`src/rtl/wkirq_pkg.sv`:
```
package wkirq_pkg;
  typedef enum logic {
    SRC_PIN  = 1'b0,
    SRC_PORT = 1'b1
  } src_sel_e;

  localparam int SYNC_DEPTH = 2;
  localparam logic [3:0] DLY_RESET = 4'b0010;
endpackage

```
`src/rtl/wkirq_sync.sv`:
```
module wkirq_sync #(
  parameter int W      = 1,
  parameter int STAGES = 2
) (
  input  logic         clk,
  input  logic         rst_n,
  input  logic [W-1:0] d,
  output logic [W-1:0] q
);
  logic [STAGES-1:0][W-1:0] chain;

  always_ff @(posedge clk or negedge rst_n) begin
    if (!rst_n) chain <= '0;
    else        chain <= {chain[STAGES-2:0], d};
  end

  assign q = chain[STAGES-1];
endmodule

```
`src/rtl/wkirq_port_qual.sv`:
```
module wkirq_port_qual #(
  parameter int PORT_W = 8,
  parameter int DLY_W  = 4
) (
  input  logic              clk,
  input  logic              rst_n,
  input  logic              tick,
  input  logic [PORT_W-1:0] port_s,
  input  logic [DLY_W-1:0]  dly,
  output logic              port_any,
  output logic              port_qual
);
  logic [DLY_W-1:0] cnt;

  assign port_any = |port_s;

  always_ff @(posedge clk or negedge rst_n) begin
    if (!rst_n)                 cnt <= '0;
    else if (!port_any)         cnt <= '0;
    else if (tick && cnt < dly) cnt <= cnt + 1'b1;
  end

  assign port_qual = port_any && (cnt >= dly);

  p_restart_r6: assert property (@(posedge clk) disable iff (!rst_n)
    !port_any |=> (cnt == '0));

  p_hold_between_ticks_r6: assert property (@(posedge clk) disable iff (!rst_n)
    (port_any && !tick) |=> $stable(cnt));
endmodule

```
`src/rtl/wkirq_idle_ctl.sv`:
```
module wkirq_idle_ctl #(
  parameter int QUAL_CYCLES = 4800
) (
  input  logic clk,
  input  logic rst_n,
  input  logic irq,
  input  logic idle_set,
  output logic idle,
  output logic wake
);
  localparam int QW = $clog2(QUAL_CYCLES + 1);
  localparam logic [QW-1:0] QMAX  = QW'(QUAL_CYCLES);
  localparam logic [QW-1:0] QLAST = QW'(QUAL_CYCLES - 1);

  logic [QW-1:0] qcnt;
  logic          clr;

  always_ff @(posedge clk or negedge rst_n) begin
    if (!rst_n)           qcnt <= '0;
    else if (!irq)        qcnt <= '0;
    else if (qcnt < QMAX) qcnt <= qcnt + 1'b1;
  end

  assign wake = (qcnt == QMAX);
  assign clr  = irq && (qcnt == QLAST);

  always_ff @(posedge clk or negedge rst_n) begin
    if (!rst_n)        idle <= 1'b0;
    else if (clr)      idle <= 1'b0;
    else if (idle_set) idle <= 1'b1;
  end

  p_clear_only_by_wake_r7: assert property (@(posedge clk) disable iff (!rst_n)
    $fell(idle) |-> wake);

  p_set_takes_r7: assert property (@(posedge clk) disable iff (!rst_n)
    (idle_set && !clr) |=> idle);

  p_wake_needs_request_r8: assert property (@(posedge clk) disable iff (!rst_n)
    $rose(wake) |-> $past(irq));
endmodule

```
`src/rtl/wkirq_top.sv`:
```
module wkirq_top
  import wkirq_pkg::*;
#(
  parameter int PORT_W      = 8,
  parameter int DLY_W       = 4,
  parameter int CFG_W       = 8,
  parameter int QUAL_CYCLES = 4800
) (
  input  logic              clk,
  input  logic              rst_n,
  input  logic              ms_tick,
  input  logic              ext_pin,
  input  logic [PORT_W-1:0] port_in,
  input  logic              sel_wr,
  input  logic              sel_wdata,
  input  logic              dly_wr,
  input  logic [CFG_W-1:0]  dly_wdata,
  input  logic              idle_set,
  output logic              irq_req,
  output logic              idle_flag,
  output logic [CFG_W-1:0]  dly_rdata
);
  localparam int RSV_W = CFG_W - DLY_W;

  src_sel_e          src_sel;
  logic [DLY_W-1:0]  dly_q;
  logic              pin_s;
  logic [PORT_W-1:0] port_s;
  logic              port_any;
  logic              port_qual;
  logic              wake;
  logic              unused_rsvd;

  assign unused_rsvd = ^dly_wdata[CFG_W-1:DLY_W] ^ port_any ^ wake;

  wkirq_sync #(.W(1), .STAGES(SYNC_DEPTH)) u_pin_sync (
    .clk(clk), .rst_n(rst_n), .d(ext_pin), .q(pin_s)
  );

  wkirq_sync #(.W(PORT_W), .STAGES(SYNC_DEPTH)) u_port_sync (
    .clk(clk), .rst_n(rst_n), .d(port_in), .q(port_s)
  );

  always_ff @(posedge clk or negedge rst_n) begin
    if (!rst_n) begin
      src_sel <= SRC_PIN;
      dly_q   <= DLY_RESET[DLY_W-1:0];
    end else begin
      if (sel_wr) src_sel <= src_sel_e'(sel_wdata);
      if (dly_wr) dly_q   <= dly_wdata[DLY_W-1:0];
    end
  end

  assign dly_rdata = {{RSV_W{1'b0}}, dly_q};

  wkirq_port_qual #(.PORT_W(PORT_W), .DLY_W(DLY_W)) u_qual (
    .clk(clk), .rst_n(rst_n), .tick(ms_tick), .port_s(port_s), .dly(dly_q),
    .port_any(port_any), .port_qual(port_qual)
  );

  assign irq_req = (src_sel == SRC_PORT) ? port_qual : pin_s;

  wkirq_idle_ctl #(.QUAL_CYCLES(QUAL_CYCLES)) u_idle (
    .clk(clk), .rst_n(rst_n), .irq(irq_req), .idle_set(idle_set),
    .idle(idle_flag), .wake(wake)
  );

  logic [1:0] settle;
  always_ff @(posedge clk or negedge rst_n) begin
    if (!rst_n)              settle <= '0;
    else if (settle != 2'd3) settle <= settle + 2'd1;
  end

  p_pin_path_r1: assert property (@(posedge clk) disable iff (!rst_n)
    (settle == 2'd3 && src_sel == SRC_PIN) |-> (irq_req == $past(ext_pin, 2)));

  p_port_low_no_irq_r2: assert property (@(posedge clk) disable iff (!rst_n)
    (settle == 2'd3 && src_sel == SRC_PORT && $past(port_in, 2) == '0)
      |-> !irq_req);
endmodule

```
`config.mk`:
```
export PLATFORM = sky130hd
export DESIGN_NAME = wkirq_top
export DESIGN_NICKNAME = d
export VERILOG_FILES = /design/src/rtl/wkirq_pkg.sv /design/src/rtl/wkirq_sync.sv /design/src/rtl/wkirq_port_qual.sv /design/src/rtl/wkirq_idle_ctl.sv /design/src/rtl/wkirq_top.sv
export SDC_FILE = /design/constraint.sdc
export NUM_CORES = 1
export LEC_CHECK = 0
export ABC_AREA = 1
export BUFFER_PORTS_ARGS = -buffer_cell sky130_fd_sc_hd__buf_2
export CORE_MARGIN = 2
export CORE_UTILIZATION = 50
export CTS_CLUSTER_SIZE = 40
export DETAILED_ROUTE_END_ITERATION = 16
export GPL_TIMING_DRIVEN = 0
export PLACE_DENSITY = 0.75
export SYNTH_ARGS = -nofsm -noshare
export SYNTH_HDL_FRONTEND = slang
export SYNTH_HIERARCHICAL = 1
export SYNTH_SLANG_ARGS = --single-unit
export TNS_END_PERCENT = 1
```
`constraint.sdc`:
```
create_clock -name clk -period 1.8 [get_ports clk]
set_input_delay 0.27 -clock clk [delete_from_list [all_inputs] [get_ports clk]]
set_output_delay 0.27 -clock clk [all_outputs]
set_load 0.01 [all_outputs]
```
* Yosys cells after proc, flatten, opt, wreduce, memory -nomap -nowiden
Cells that the tools add are included.
Operators by class: reductions and logical operators 5, multiplexer cells 7, eq/ne operators 3, add/sub/neg operators 2, order comparisons 3
Operators by type and width (count):
- $mux 13 | 2
- $add 13x1->13 const B | 1
- $eq 13x13->1 const B | 1
- $lt 13x13->1 const B | 1
- $mux 4 | 2
- $reduce_or 8->1 | 1
- $add 4x1->4 const B | 1
- $ge 4x4->1 | 1
- $lt 4x4->1 | 1
- $ne 2x2->1 const B | 2
- $logic_and 1x1->1 | 3
- $mux 1 | 3
- $reduce_bool 2->1 | 1
Word-level totals: input bits 24, register bits 41

* Longest topological paths before layout
depth in word-level cells 5, mapped depth 15, depth with buffers taken out 15

* Modules after synthesis
Netlist, hierarchy kept.
Modules (own cells, without submodules):
- wkirq_idle_ctl | cells each 124, seq. area each 350.3 um^2, area each 863.3 um^2, instances 1
- wkirq_sync at u_port_sync | cells each 24, seq. area each 400.4 um^2, area each 460.4 um^2, instances 1
- wkirq_port_qual | cells each 57, seq. area each 100.1 um^2, area each 394.1 um^2, instances 1
- wkirq_top | cells each 31, seq. area each 126.4 um^2, area each 239.0 um^2, instances 1
- wkirq_sync at u_pin_sync | cells each 2, seq. area each 50.0 um^2, area each 50.0 um^2, instances 1

* Least setup slack after synthesis
OpenSTA, ideal clock, no wires.
path kind reg2reg, start point register dly_q[1], end point register u_idle.idle, path buffers 1, period minus slack after synthesis 2.009 ns, data required time 1.679 ns, arrival 1.888 ns, setup time 0.121 ns, cell stages (with the launch flop) 15, setup slack -0.209 ns, cells stage by stage dfstp_2 inv_1 ha_1 nand2_1 nand2_1 nand2_1 nand3_1 nand2_1 inv_1 nand2_1 nand2_1 buf_4 nand3_1 nor3_1 nor2_1
On the way: word-level cells in the longest chain between the ends 5, elaborated cells between the ends (all ways) 6
Ends and longest elaborated chain:
- from (decl) | RTL line wkirq_top.sv:26 | logic [DLY_W-1:0] dly_q;
- from (signal assigned) | RTL line wkirq_top.sv:47 | dly_q <= DLY_RESET[DLY_W-1:0];
- from (signal assigned) | RTL line wkirq_top.sv:50 | if (dly_wr) dly_q <= dly_wdata[DLY_W-1:0];
- $ge 4x4->1 (*) | RTL line wkirq_port_qual.sv:23 | assign port_qual = port_any && (cnt >= dly);
- $logic_and 1x1->1 (*) | RTL line wkirq_port_qual.sv:23
- named net port_qual | RTL line wkirq_top.sv:30 | logic port_qual;
- $mux 1 (*) | RTL line wkirq_top.sv:61 | assign irq_req = (src_sel == SRC_PORT) ? port_qual : pin_s;
- named net irq_req | RTL line wkirq_top.sv:19 | output logic irq_req,
- $logic_and 1x1->1 (*) | RTL line wkirq_idle_ctl.sv:25 | assign clr = irq && (qcnt == QLAST);
- $mux 1 or $reduce_bool 2->1 (tied branches)
- to (signal assigned) | RTL line wkirq_idle_ctl.sv:28 | if (!rst_n) idle <= 1'b0;
- to (signal assigned) | RTL line wkirq_idle_ctl.sv:29 | else if (clr) idle <= 1'b0;
- to (signal assigned) | RTL line wkirq_idle_ctl.sv:30 | else if (idle_set) idle <= 1'b1;
- to (decl) | RTL line wkirq_idle_ctl.sv:8 | output logic idle,
Mark *: on every way through the listed nets, which the timed path passes. The rest lies on a longest branch. A chain may end at the register's enable or synchronous reset.

* Worst setup path after layout
start point register dly_q[1], end point output port irq_req
On the way: word-level cells in the longest chain between the ends 3
Ends and longest elaborated chain (RTL line):
- $ge 4x4->1 | wkirq_port_qual.sv:23
- $logic_and 1x1->1 | wkirq_port_qual.sv:23
- named net port_qual | wkirq_top.sv:30
- $mux 1 | wkirq_top.sv:61
- to (decl) | wkirq_top.sv:19
The timed path passes the listed nets, and every way through them passes these cells.

==> metrics.md <==
| Metric | Value |
|---|---|
| Maximum VDD drop | `between 0.8 and 0.9 mV` |
| DR vias/cell | `4.66` |
| Met3 routed WL | `159 um` |
| Slew Viols, Final | `0` |
| Drt drc | `0` |
| CP Launch Type | `flop` |
| Crit path required time | `1.53 ns` |
| CP Cell Sequence | `inv_2, ha_4, nand2_2, nand2_2, nand2_2, nand3_2, nand2_1, inv_1, nand2_1, nand2_2, buf_6` |
| DR WL/cell | `10.5 um` |
| Run status | `complete, but fails checks` |
| CTS tree | `built` |
| Total GRT Usage | `0.166` |
| Die ar. | `roughly 4500 um^2` |
| Syn Std Cell Area | `1990 um^2` |
| Fin crit share | `1.08` |
| Endpoint class of the critical path | `primary output` |
| HP Class | `in2async` |
| # rows | `22` |
| Setup Slack @ Placement | `-0.0685 ns` |
| I/O Buffers | `25` |
| Syn Inst Count | `235` |
| Layout overhead on the synthesized area | `22.2%` |
| Max-Cap Viols | `0` |
| Final layout net count | `307` |
| Most used cell, CP | `nand2_2` |
| DIE HEIGHT | `about 67 um` |
| Drt total wl | `3410 um` |
| Crit path max fanout | `3` |
| Final worst slack | `-0.149 ns` |
| First-pass GRT wire length | `5620 um` |
| Initial antenna violation count | `0` |
| Via count | `1513` |
| Leakage | `0.00122 uW` |
| Reg-to-Reg End | `u_idle/idle$_DFFE_PN0P_` |
| Grt ovf | `0` |
| Slew headroom | `0.427` |
| Clock-pin slew on the worst setup and hold paths | `roughly 0.090 ns` |
| RSZ-0062 raised after global routing | `true` |
| Clock Latency Late Sink | `about 0.29 ns` |
| Mean Syn Cell Area | `approximately 8.5 um^2` |
| Total iterations of the first detailed-routing run | `4` |
| CP max stage delay | `0.56 ns` |
| Starting DRT DRC Count | `approximately 120` |
| Worst R2R Start | `dly_q[1]$_DFFE_PN1P_` |
| P per Cell Area | `1050 nW/um^2` |
| Initial core utilization | `0.532` |
| Worst-case clock buffer depth | `2` |
| Pin count of the biggest net entering global routing | `42` |
| Root Buffer | `clkbuf_8` |
| Core area | `between 3000 and 4000 um^2` |
| Fin. Hold Viols | `0` |
| Crit path arrival time | `1.68 ns` |
| Met2 wire len | `1600 um` |
| H-Tree Level Count | `2` |
| Gpl congestion | `0.832` |
| CP delay by family, top | `flip-flops` |
| Vias in the first global route | `about 1400` |
| R2R depth | `15` |
| Placed Area | `roughly 2200 um^2` |
| Yosys Warn Count | `6` |
| Clock skew | `0.00529 ns` |
| Detailed placer's ending HPWL | `2320 um` |
| Die Width | `67.1 um` |
| Post-route cell area | `2430 um^2` |
| Failing checks | `setup timing` |
| Tmin final | `1.95 ns` |
| Highest clock rate | `513 MHz` |
| Highest metal used | `met4` |
| Final setup viols | `7` |
| Met1 wire length | `1610 um` |
| Crit-path slowest cell | `dfstp_2` |
| Hold-fix buffers, CTS | `0` |
| Layout cells sized above 1 | `0.300` |
| Kind of critical path | `reg2out` |
| Clock buffer count from CTS | `5` |
| R2R setup slack | `-0.08 ns` |
| Sink Count | `41` |
| Antenna-violating nets left | `0` |
| I/O Pins | `34` |
| # diodes | `0` |
| Slew @ Worst Pin | `0.860 ns` |
| CP bufs+invs | `3` |
[what timing repair did]
action | 4_1_cts | 5_1_grt
resized for setup | 9 | 11
pin swaps | 4 | 1
endpoints found under the setup margin | 11 | 19
buffers inserted | 5 | 1
[through the flow]
stage	util	setup TNS (ns)	cells	hold WS (ns)	total power [uW]
2_1_floorplan	-	-0.0174	238	-0.0256	1550
3_3_place_gp	0.591	-0.276	311	0.333	1680
3_5_place_dp	0.591	-0.438	311	0.335	1710
4_1_cts	0.636	-0.511	324	0.0715	2490
5_1_grt	0.650	-2.24	325	0.0505	2740
6_report	0.650	-0.425	325	0.0762	2540
[state kept, by name, indices dropped and copies added (netlist names)]
signal,cells
u_idle/qcnt,13
u_port_sync/chain,8
src_sel,1
u_qual/cnt,4
u_idle/idle,1
dly_q,4
u_pin_sync/chain,1
u_port_sync/q,8
u_pin_sync/q,1
[power by group]
part           total, uW  switching [uW]  internal [uW]
clock network        646             354            292
registers           1130             111           1020
logic                769             390            379
[worst max-delay path by stage]
| stage | startpoint | to | slack [ns] | cells past startpoint |
|---|---|---|---|---|
| 2_1_floorplan | dly_q[1]$_DFFE_PN1P_ | u_idle/idle$_DFFE_PN0P_ | -0.02 | 14 |
| 4_1_cts | dly_q[1]$_DFFE_PN1P_ | irq_req | -0.17 | 11 |
| 5_1_grt | dly_q[1]$_DFFE_PN1P_ | irq_req | -0.25 | 11 |
| 3_3_place_gp | dly_q[1]$_DFFE_PN1P_ | u_idle/idle$_DFFE_PN0P_ | -0.05 | 14 |
| 3_5_place_dp | dly_q[1]$_DFFE_PN1P_ | u_idle/qcnt[2]$_DFFE_PN0P_ | -0.07 | 13 |
| 6_report | dly_q[1]$_DFFE_PN1P_ | irq_req | -0.15 | 11 |
[routing by layer]
| layer | vias to the layer above | global-route usage |
|---|---|---|
| met2 | 31 | 0.272 |
| met4 | 0 | 0.0459 |
| met5 | - | 0 |
| li1 | 790 | - |
| met1 | 688 | 0.214 |
| met3 | 4 | 0.0507 |
[cell type report]
cell class                 count  area [um^2]
buffer                        13          105
clock buffer                   5         68.8
clock inverter                 3         28.8
fill                         307         1310
inverter                      30          123
multi-input combinational    154          840
sequential                    41         1030
tap                           48         60.1
timing repair buffer          31          180
[cell usage in the layout, fill, tap and decap left out, types with 2 or more instances in the layout]
master	n
dfrtp_1	39
inv_1	25
buf_6	2
buf_2	24
inv_2	2
inv_6	3
nand2_2	7
nand4_1	2
ha_4	3
nor2_2	5
clkbuf_8	5
conb_1	4
nand3_2	2
nor3_1	2
o21ai_1	4
nand3_1	17
nand2_1	63
a21oi_1	3
buf_4	17
o21ai_0	3
o21bai_1	3
inv_4	2
nor2_1	24
ha_1	4
nand2_4	3
Note: power is estimated with default switching activity, not from simulation.
